$ cat config.mk
export PLATFORM = sky130hd
export DESIGN_NAME = serial_link_ctrl
export DESIGN_NICKNAME = d
export VERILOG_FILES = /design/src/rtl/link_pkg.sv /design/src/rtl/frame_seq.sv /design/src/rtl/tx_shift.sv /design/src/rtl/rx_capture.sv /design/src/rtl/serial_link_ctrl.sv
export SDC_FILE = /design/constraint.sdc
export NUM_CORES = 1
export LEC_CHECK = 0
export ABC_AREA = 1
export BUFFER_PORTS_ARGS = -buffer_cell sky130_fd_sc_hd__clkbuf_2
export CAP_MARGIN = 20
export CORE_MARGIN = 2
export CORE_UTILIZATION = 38
export DETAILED_ROUTE_END_ITERATION = 6
export PLACE_DENSITY = 0.57
export SLEW_MARGIN = 25
export SYNTH_ARGS = -nofsm -noshare
export SYNTH_HDL_FRONTEND = slang
export SYNTH_SLANG_ARGS = --single-unit
$ cat constraint.sdc
create_clock -name clk -period 2.5 [get_ports clk]
set_clock_uncertainty 0.15 [all_clocks]
set_input_delay 0.5 -clock clk [delete_from_list [all_inputs] [get_ports clk]]
set_output_delay 0.5 -clock clk [all_outputs]
set_load 0.05 [all_outputs]
$ cat src/rtl/link_pkg.sv
package link_pkg;
    localparam int TAG_BITS  = 16;
    localparam int SLOT_BITS = 20;
    localparam int SLOT_NUM  = 12;

    typedef enum logic [1:0] {
        ST_IDLE = 2'd0,
        ST_TAG  = 2'd1,
        ST_DATA = 2'd2
    } seq_state_t;
endpackage

$ cat src/rtl/frame_seq.sv
module frame_seq
    import link_pkg::*;
#(
    parameter int TAG_W     = TAG_BITS,
    parameter int FRAME_LEN = TAG_BITS + SLOT_NUM * SLOT_BITS
) (
    input  logic clk,
    input  logic rst_n,
    output logic sync,
    output logic running,
    output logic load_next,
    output logic first_bit,
    output logic last_bit
);
    localparam int CNT_W = $clog2(FRAME_LEN);
    localparam logic [CNT_W-1:0] TAG_LAST   = CNT_W'(TAG_W - 1);
    localparam logic [CNT_W-1:0] FRAME_LAST = CNT_W'(FRAME_LEN - 1);

    seq_state_t       state, state_nxt;
    logic [CNT_W-1:0] pos, pos_nxt;

    // state register
    always_ff @(posedge clk or negedge rst_n) begin
        if (!rst_n) begin
            state <= ST_IDLE;
            pos   <= '0;
        end else begin
            state <= state_nxt;
            pos   <= pos_nxt;
        end
    end

    // transitions: start, tag_end, wrap, hold
    always_comb begin
        state_nxt = state;
        pos_nxt   = pos + CNT_W'(1);
        unique case (state)
            ST_IDLE: begin
                state_nxt = ST_TAG;
                pos_nxt   = '0;
            end
            ST_TAG: begin
                if (pos == TAG_LAST) state_nxt = ST_DATA;
            end
            ST_DATA: begin
                if (pos == FRAME_LAST) begin
                    state_nxt = ST_TAG;
                    pos_nxt   = '0;
                end
            end
            default: begin
                state_nxt = ST_IDLE;
                pos_nxt   = '0;
            end
        endcase
    end

    // outputs
    always_comb begin
        sync      = (state == ST_TAG);
        running   = (state != ST_IDLE);
        first_bit = (state == ST_TAG) && (pos == '0);
        last_bit  = (state == ST_DATA) && (pos == FRAME_LAST);
        load_next = (state == ST_IDLE) || last_bit;
    end
endmodule

$ cat src/rtl/tx_shift.sv
module tx_shift #(
    parameter int FRAME_LEN = 256
) (
    input  logic                 clk,
    input  logic                 rst_n,
    input  logic                 load,
    input  logic                 running,
    input  logic [FRAME_LEN-1:0] frame_in,
    output logic                 sdo
);
    logic [FRAME_LEN-1:0] sh;

    always_ff @(posedge clk or negedge rst_n) begin
        if (!rst_n) begin
            sh <= '0;
        end else if (load) begin
            sh <= frame_in;
        end else if (running) begin
            sh <= {sh[FRAME_LEN-2:0], 1'b0};
        end
    end

    assign sdo = running & sh[FRAME_LEN-1];
endmodule

$ cat src/rtl/rx_capture.sv
module rx_capture #(
    parameter int FRAME_LEN = 256
) (
    input  logic                 clk,
    input  logic                 rst_n,
    input  logic                 sdi,
    input  logic                 running,
    input  logic                 last_bit,
    output logic [FRAME_LEN-1:0] frame_out,
    output logic                 done
);
    logic [FRAME_LEN-2:0] sh;

    always_ff @(posedge clk or negedge rst_n) begin
        if (!rst_n) begin
            sh        <= '0;
            frame_out <= '0;
            done      <= 1'b0;
        end else begin
            if (running) sh <= {sh[FRAME_LEN-3:0], sdi};
            if (last_bit) frame_out <= {sh, sdi};
            done <= last_bit;
        end
    end
endmodule

$ cat src/rtl/serial_link_ctrl.sv
module serial_link_ctrl
    import link_pkg::*;
#(
    parameter int TAG_W    = TAG_BITS,
    parameter int SLOT_W   = SLOT_BITS,
    parameter int SLOT_CNT = SLOT_NUM
) (
    input  logic                         clk,
    input  logic                         rst_n,
    input  logic                         sdi,
    input  logic [TAG_W-1:0]             tx_tag,
    input  logic [SLOT_CNT*SLOT_W-1:0]   tx_slots,
    output logic                         sync,
    output logic                         sdo,
    output logic                         frame_start,
    output logic                         frame_done,
    output logic [TAG_W-1:0]             rx_tag,
    output logic [SLOT_CNT*SLOT_W-1:0]   rx_slots,
    output logic                         codec_ready
);
    localparam int DATA_W    = SLOT_CNT * SLOT_W;
    localparam int FRAME_LEN = TAG_W + DATA_W;

    logic                 running, load_next, last_bit;
    logic [FRAME_LEN-1:0] rx_frame;

    frame_seq #(.TAG_W(TAG_W), .FRAME_LEN(FRAME_LEN)) u_seq (
        .clk       (clk),
        .rst_n     (rst_n),
        .sync      (sync),
        .running   (running),
        .load_next (load_next),
        .first_bit (frame_start),
        .last_bit  (last_bit)
    );

    tx_shift #(.FRAME_LEN(FRAME_LEN)) u_tx (
        .clk      (clk),
        .rst_n    (rst_n),
        .load     (load_next),
        .running  (running),
        .frame_in ({tx_tag, tx_slots}),
        .sdo      (sdo)
    );

    rx_capture #(.FRAME_LEN(FRAME_LEN)) u_rx (
        .clk       (clk),
        .rst_n     (rst_n),
        .sdi       (sdi),
        .running   (running),
        .last_bit  (last_bit),
        .frame_out (rx_frame),
        .done      (frame_done)
    );

    assign rx_tag      = rx_frame[FRAME_LEN-1 -: TAG_W];
    assign rx_slots    = rx_frame[DATA_W-1:0];
    assign codec_ready = rx_frame[FRAME_LEN-1];
endmodule

# [After elaboration in Yosys (flattened, before gate mapping)]
# Index checks and enable logic that the tools add are counted.
[classes] add_sub_neg=1 reduce_logical=8 eq_ne=6 n_mux=7 n_bitwise=1
[op_table] cell="two-way mux 256 bit" n=2
[op_table] cell="one-hot mux 8 bit (2 select lines)" n=1
[op_table] cell="adder 8 x 1 -> 8 bit, second input constant" n=1
[op_table] cell="== test 8 x 4 -> 1 bit, second input constant" n=1
[op_table] cell="== test 8 bit, second input constant" n=1
[op_table] cell="zero test 8 bit" n=1
[op_table] cell="two-way mux 8 bit" n=1
[op_table] cell="one-hot mux 2 bit (3 select lines)" n=1
[op_table] cell="two-way mux 2 bit" n=2
[op_table] cell="nonzero test 2 bit" n=2
[op_table] cell="== test 2 x 1 -> 1 bit, second input constant" n=1
[op_table] cell="== test 2 bit, second input constant" n=1
[op_table] cell="logical AND 1 bit" n=2
[op_table] cell="zero test 2 bit" n=1
[op_table] cell="!= test 2 x 1 -> 1 bit, second input constant" n=1
[op_table] cell="!= test 2 bit, second input constant" n=1
[op_table] cell="AND reduction 2 bit" n=1
[op_table] cell="AND 1 bit" n=1
[op_table] cell="logical OR 1 bit" n=1
[word_totals] word_cells=29 in_bits=259 out_inout_bits=261 register_bits=778

# [Longest topological paths before layout]
# Gate-level depths: netlist (run 1).
[logic_depth] ltp_word=4 depth_mapped=10 depth_no_buf=8

# [Cells and area by module]
# A second synthesis (run 1) with hierarchy kept.
[hier_totals] hier_cells=3637 area_unflattened_um2=31639.1
[by_module_without_submodules] mod="rx_capture" cells_per_inst=2160 n_inst=1 seq_area_each_um2=12812.3 area_each_um2=19361.1
[by_module_without_submodules] mod="tx_shift" cells_per_inst=1397 n_inst=1 seq_area_each_um2=6406.1 area_each_um2=11658.7
[by_module_without_submodules] mod="frame_seq" cells_per_inst=79 n_inst=1 seq_area_each_um2=250.2 area_each_um2=611.8
[by_module_without_submodules] mod="serial_link_ctrl" cells_per_inst=1 n_inst=1 seq_area_each_um2=0.0 area_each_um2=7.5

# [Worst setup path before layout (run 1)]
# No wires, ideal clock.
[synth_timing] path_kind="register -> output" startpoint="register u_seq.state[1]" endpoint="output port frame_start" stages_incl_launch_ff=5 slack_ns=-0.749 arrival_ns=2.599 required_ns=1.850 path_buffers=0 path_cell_list="dfrtp_1 -> inv_1 -> ha_1 -> nand2_1 -> nor4_1"
[synth_via] elab_chain_cells=2
[synth_lines] item="from (decl)" line="frame_seq.sv:19" text="seq_state_t state, state_nxt;"
[synth_lines] item="from (signal assigned)" line="frame_seq.sv:28" text="state <= state_nxt;"
[synth_lines] item="== test 2 x 1 -> 1 bit"
[synth_lines] item="net sync" line="serial_link_ctrl.sv:13" text="output logic sync,"
[synth_lines] item="logical AND 1 bit" line="frame_seq.sv:62" text="first_bit = (state == ST_TAG) && (pos == '0);"
[synth_lines] item="to (decl)" line="serial_link_ctrl.sv:15" text="output logic frame_start,"
# The timed path passes the listed nets, and every way through them passes these cells.

# [Final worst setup path (run 1)]
[layout_timing] startpoint="register u_seq.pos[1]" endpoint="output port frame_start"
[layout_via] elab_chain_cells=2
[layout_lines] item="from (decl)" line="frame_seq.sv:20" text="logic [CNT_W-1:0] pos, pos_nxt;"
[layout_lines] item="from (signal assigned)" line="frame_seq.sv:29" text="pos <= pos_nxt;"
[layout_lines] item="zero test 8 bit" line="frame_seq.sv:62"
[layout_lines] item="logical AND 1 bit" line="frame_seq.sv:62"
# Every way passes these cells.

==> results of run 1 <==
[flip-flops by register name, summed over array words and instances (netlist names)]
name / cells
u_seq.pos: 8
u_rx.frame_out: 256
u_rx.done: 1
u_rx.sh: 255
u_seq.state: 2
u_tx.sh: 256
[power by group through the flow]
stage / clock, mW / sequential, mW / combinational (mW)
global route: 14.2 / 12.9 / 1.29
floorplan: 0 / 13.1 / 0.158
CTS: 13.7 / 12.9 / 1.17
global placement: 0 / 13.1 / 0.826
detailed placement: 0 / 13.1 / 0.826
finish: 13.3 / 12.9 / 1.16
[worst max path at each step]
stage | from | end | slack (ns) | cells past startpoint
after global routing | u_seq.pos[0] | u_rx.frame_out[126] | -0.01 | 8
after CTS | u_seq.pos[1] | frame_start | -0.03 | 5
final | u_seq.pos[1] | frame_start | 0.09 | 5
after global placement | u_seq.pos[0] | u_tx.sh[139] | 0.27 | 9
after floorplan | u_seq.state[1] | frame_start | 0.07 | 4
after detailed placement | u_seq.pos[0] | u_tx.sh[6] | 0.23 | 9
[layout by cell type, fill, tap and decap left out, types with 2 or more instances in the layout]
cell type | synthesis | routed
clkinv_2 | 0 | 17
ha_1 | 6 | 3
dlygate4sd3_1 | 0 | 258
bufinv_16 | 0 | 13
inv_16 | 0 | 3
clkbuf_1 | 85 | 15
clkbuf_8 | 0 | 13
clkbuf_2 | 0 | 516
nand2_1 | 1299 | 1298
buf_12 | 0 | 25
dfrtp_1 | 778 | 778
nor2_1 | 15 | 14
buf_8 | 0 | 3
clkbuf_16 | 0 | 87
nand3_1 | 7 | 7
nor2_4 | 1 | 2
inv_1 | 268 | 267
diode_2 | 0 | 3
buf_16 | 0 | 2
xor2_1 | 2 | 2
clkinvlp_4 | 0 | 3
buf_4 | 3 | 58
inv_6 | 0 | 2
inv_2 | 2 | 2
o21ai_0 | 510 | 509
ha_4 | 0 | 2
[through the flow]
step	std cells	area, um2
floorplan	3065	28900
global placement	4472	33000
detailed placement	4472	33000
CTS	4889	38600
global route	4893	38700
finish	4893	38700
[final cells by class]
type | count | area, um2
antenna | 3 | 7.51
inverter | 270 | 1020
clock inverter | 39 | 592
sequential | 778 | 19500
timing repair buffer | 864 | 6240
fill | 6844 | 37000
clock buffer | 114 | 2390
multi-input combinational | 1847 | 7750
tap | 978 | 1220
[cell families after synthesis]
logic type,count (synthesis),synth area share (%)
AND/OR/NAND/NOR,1326,17.3
flip-flops,778,67.3
AO/OA/AOI/OAI,512,8.87
buffers and inverters,440,6.10
adder cells (fa/ha/maj),6,0.260
XOR/XNOR,3,0.0909
[timing repair]
| item | CTS | global route |
|---|---|---|
| gates cloned | 0 | 1 |
| hold buffers | 258 | 0 |
| gates resized for setup | 11 | 6 |
| hold endpoints to repair | 355 | 0 |
| endpoints found under the setup margin | 2 | 100 |
| setup buffers | 6 | 0 |
| pin swaps | 3 | 2 |
[metal layers]
layer / wire length (um) / share of wire [%] / up-vias / track usage [%]
met4: 3130 / 4.1 / 10 / 8.97
met1: 32900 / 43 / 10600 / 25.3
li1: - / - / 11000 / -
met2: 34900 / 46 / 611 / 29.7
met3: 4900 / 6.5 / 219 / 5.13
met5: 69 / 0.091 / - / 0
==> impl_metrics.yaml, run 1 <==
run_status:
  status: "finished clean"
pwr:
  p_int_mw: 21.5
  clkPwrFrac_pct: 48.6
  power.density_nw_per_um2: 706
  power_frac_seq_pct: 47.1
  sw_frac_of_total_pct: 21.4
  p_total_mw: 27.3
  p_switching_mw: 5.84
  power.leakage_nw: 19.4
  vdd_ir_drop_max_mv: 0.434
  combPwrFrac_pct: 4.2
floorplan:
  row_count: 101
  core-area_um2: 75700
  start_util_pct: 38.2
  fp.dieW_um: 280
  die_area_um2: 78300
  die_h_um: 280
  io_pins: 520
worst_setup_path:
  critPathRequiredTime_ns: 1.85
  worstPathMaxFanout: 2
  critPathSlowestCell: "dfrtp_1"
  worst-setup-path-type: "flip-flop to primary output"
  crit_family: "flip-flops"
  r2r_slack_ns: 0.16
  crit_arrival_ns: 1.76
  cp-end-kind: "primary output"
  worst-path-buf-inv: 2
  start_kind: "flip-flop"
  r2r_start: "u_seq.pos[0]"
  timing.rr.end: "u_rx.frame_out[125]"
  cpPeakStageDelay_ns: 0.38
  worstRegToRegCells: 7
  crit_path_cell_trace: "inv_1 -> ha_2 -> nand2_4 -> nor4_4 -> buf_8"
logic_synthesis:
  yosysUniqueCellTypes: 21
  postSynthAreaPerCell_um2: 9.43
  synth_most_common_cell: "nand2_1"
  synth.largest_area_cell: "dfrtp_1"
  syn_area_um2: 28900
  yosysTopAreaCellShare_pct: 67.3
  ys_top_cells_by_area: "dfrtp_1, nand2_1, o21ai_0"
  seq_area_frac_synth_pct: 67.3
  synth_nets: 3330
  synth_edf_count: 0
  synthCells: 3065
  ys_seq_elements: 778
  async_reset_ff_share_pct: 100
  synth_ff_type: "dfrtp_1"
  synthTopCellsByCount: "nand2_1, dfrtp_1, o21ai_0"
  ys_warn_count: 0
sta:
  whs_ns: 0.230
  period_share_pct: 96.5
  finalSetupViolations: 0
  rsz0062_at_grt: "true"
  fin_crit_ns: 2.41
  setup_ws_ns: 0.0868
  worstMarginPinSlew_ns: 0.964
  fin_tns_setup_ns: 0
  hold_viol: 0
  slew_viol_final: 0
  fmax_mhz: 414
  slew_headroom_pct: 35.7
clocking:
  cts_tree: "yes"
  path_clk_slew_ns: 0.06
  ctsLongestPathBuffers: 3
  htreeDepth: 3
  clock_latency_ns: 0.62
  cts_sinks: 778
  numCtsBuffers: 85
  root_buffer: "clkbuf_16"
routing:
  avgRoutedWirePerCell_um: 15.5
  drcViolationCount: 0
  first_pass_iters: 5
  num_vias: 22400
  avgViaCountPerCell: 4.58
  wirelength_um: 75900
  drtIter0Drc: 1497
  antenna_left: 0
grt:
  grt_pass1_wl_um: 121000
  grt_overflow: 0
  antenna_found_initial: 8
  grt_max_degree: 217
  grtUsageTotal_pct: 19.2
  grt_pass1_vias: 22700
job:
  cap_violations: 0
place:
  gp_routability_congestion: 0.800
  numPortBuffers: 519
  pre_cts_slack_ns: 0.226
  post-dp-hpwl_um: 49000
finish:
  nNetsFinal: 4111
  syn2layout_area_growth_pct: 33.8
  postLayoutCoreUtil_pct: 51.1
  final_layout_size_suffix_gt1_share_pct: 19.4
hold_path:
  hold_class: "primary input to async pin"
(Power assumes the default switching activity.)
==> inputs of run 2 (changes only) <==
--- a/config.mk
+++ b/config.mk
@@ -12,6 +12,7 @@
 export CORE_UTILIZATION = 38
 export DETAILED_ROUTE_END_ITERATION = 6
 export PLACE_DENSITY = 0.57
+export RECOVER_POWER = 50
 export SLEW_MARGIN = 25
 export SYNTH_ARGS = -nofsm -noshare
 export SYNTH_HDL_FRONTEND = slang
==> run 2 against run 1 <==
Effect of this change: non-clock buffer count is the same; register-to-register slack about the same; first-iteration DRC count fell by 3.5%; worst setup slack better by 0.0033 ns; total power is 0.20% lower; cell area down 0.95%; utilization decreased by 0.49 points; die area unchanged; cell count did not move; routed wire length barely moved.
==> impl_metrics.yaml, run 2 (synthesis results as in run 1) <==
run_status:
  status: "finished clean"
worst_setup_path:
  worstPathMaxFanout: 2
  cp-end-kind: "primary output"
  crit_arrival_ns: 1.76
  critPathRequiredTime_ns: 1.85
  start_kind: "flip-flop"
  worst-setup-path-type: "flip-flop to primary output"
pwr:
  power_frac_seq_pct: 47.2
  clkPwrFrac_pct: 48.7
  combPwrFrac_pct: 4.0
  p_switching_mw: 5.83
  power.leakage_nw: 19.0
  sw_frac_of_total_pct: 21.4
  p_int_mw: 21.4
  power.density_nw_per_um2: 711
  vdd_ir_drop_max_mv: 0.435
floorplan:
  die_h_um: 280
  row_count: 101
  io_pins: 520
  start_util_pct: 38.2
  core-area_um2: 75700
  fp.dieW_um: 280
  die_area_um2: 78300
sta:
  rsz0062_at_grt: "true"
  fin_tns_setup_ns: 0
  period_share_pct: 96.4
  whs_ns: 0.284
  slew_viol_final: 0
  finalSetupViolations: 0
  fmax_mhz: 415
  worstMarginPinSlew_ns: 1.46
  slew_headroom_pct: 2.76
  fin_crit_ns: 2.41
  hold_viol: 0
grt:
  grt_max_degree: 217
  grtUsageTotal_pct: 19.2
  antenna_found_initial: 8
  grt_pass1_vias: 22700
  grt_overflow: 0
  grt_pass1_wl_um: 121000
routing:
  num_vias: 22400
  avgRoutedWirePerCell_um: 15.5
  antenna_left: 0
  avgViaCountPerCell: 4.58
  wirelength_um: 76000
  drcViolationCount: 0
  first_pass_iters: 5
  drtIter0Drc: 1444
clocking:
  htreeDepth: 3
  clock_latency_ns: 0.62
  path_clk_slew_ns: 0.06
  ctsLongestPathBuffers: 3
  root_buffer: "clkbuf_16"
  numCtsBuffers: 85
  cts_sinks: 778
  cts_tree: "yes"
hold_path:
  hold_class: "flip-flop to flip-flop"
job:
  cap_violations: 0
place:
  post-dp-hpwl_um: 49000
  dpl_cell_area_um2: 33000
  numPortBuffers: 519
  gp_routability_congestion: 0.800
finish:
  final_cell_mix: "nand2_1, dfrtp_1, o21ai_0"
  layout.cells.most_common: "nand2_1"
  final_cell_area_um2: 38300
  final.fill_count: 6938
  reg_top3: "u_rx.frame_out x256, u_tx.sh x256, u_rx.sh x255"
  final_layout_size_suffix_gt1_share_pct: 17.0
  syn2layout_area_growth_pct: 32.5
  nNetsFinal: 4111
run 2: cell types whose count changed in the layout (fill, tap and decap cells not counted), sizes merged:
cell,before,now
buf,89,39
clkbuf,631,681
run 2: routing by layer:
metal  share of wire [%]  GRT usage (%)  up-vias
li1                    -              -    11000
met1                  43           25.3    10600
met2                  46           29.7      617
met3                 6.5           5.13      223
met4                 4.1           8.97       10
met5               0.091              0        -
run 2: repair_timing:
item,in CTS,in global routing
endpoints found under the setup margin,2,100
cloned,0,1
pin swaps,3,2
hold endpoints to repair,355,0
gates resized for setup,11,6
buffers inserted,6,0
hold buffers,258,0
run 2: worst max-delay path, stage by stage (launching register included):
cell and delay, ns:
dfrtp_1 0.38, inv_1 0.06, ha_2 0.18, nand2_4 0.05, nor4_4 0.26, buf_8 0.19
run 2: through the flow:
stage | util [%] | power [mW] | cells | setup slack, ns
6_report | 50.6 | 27.3 | 4893 | 0.0901
4_1_cts | 51.0 | 27.7 | 4889 | -0.0316
3_3_place_gp | 43.6 | 13.9 | 4472 | 0.269
5_1_grt | 50.6 | 28.3 | 4893 | -0.00957
2_1_floorplan | - | 13.2 | 3065 | 0.0708
3_5_place_dp | 43.6 | 13.9 | 4472 | 0.226
run 2: worst paths after layout:
path	startpoint	to	slack [ns]	cells after the start
max reg2reg	u_seq.pos[0]	u_rx.frame_out[125]	0.17	7
max	u_seq.pos[1]	frame_start	0.09	5
max in group asynchronous	rst_n	u_rx.frame_out[198]	0.25	4
min reg2reg	u_tx.sh[122]	u_tx.sh[123]	0.28	2
min in group asynchronous	rst_n	u_rx.sh[80]	0.60	2
min	u_tx.sh[122]	u_tx.sh[123]	0.28	2
run 2: power by group through the flow:
stage               Combinational (mW)  Clock [mW]  Sequential, mW
global route                      1.23        14.2            12.9
floorplan                        0.158           0            13.1
global placement                 0.826           0            13.1
detailed placement               0.826           0            13.1
CTS                               1.17        13.7            12.9
finish                            1.10        13.3            12.9
run 2: area by class of cell:
cell class	count	area, um2	area share [%]
Antenna cell	3	7.51	0.0196
Clock buffer	114	2390	6.23
Clock inverter	39	592	1.54
Inverter	270	1020	2.66
Multi-Input combinational cell	1847	7750	20.2
Sequential cell	778	19500	50.8
Tap cell	978	1220	3.19
Timing Repair Buffer	864	5870	15.3
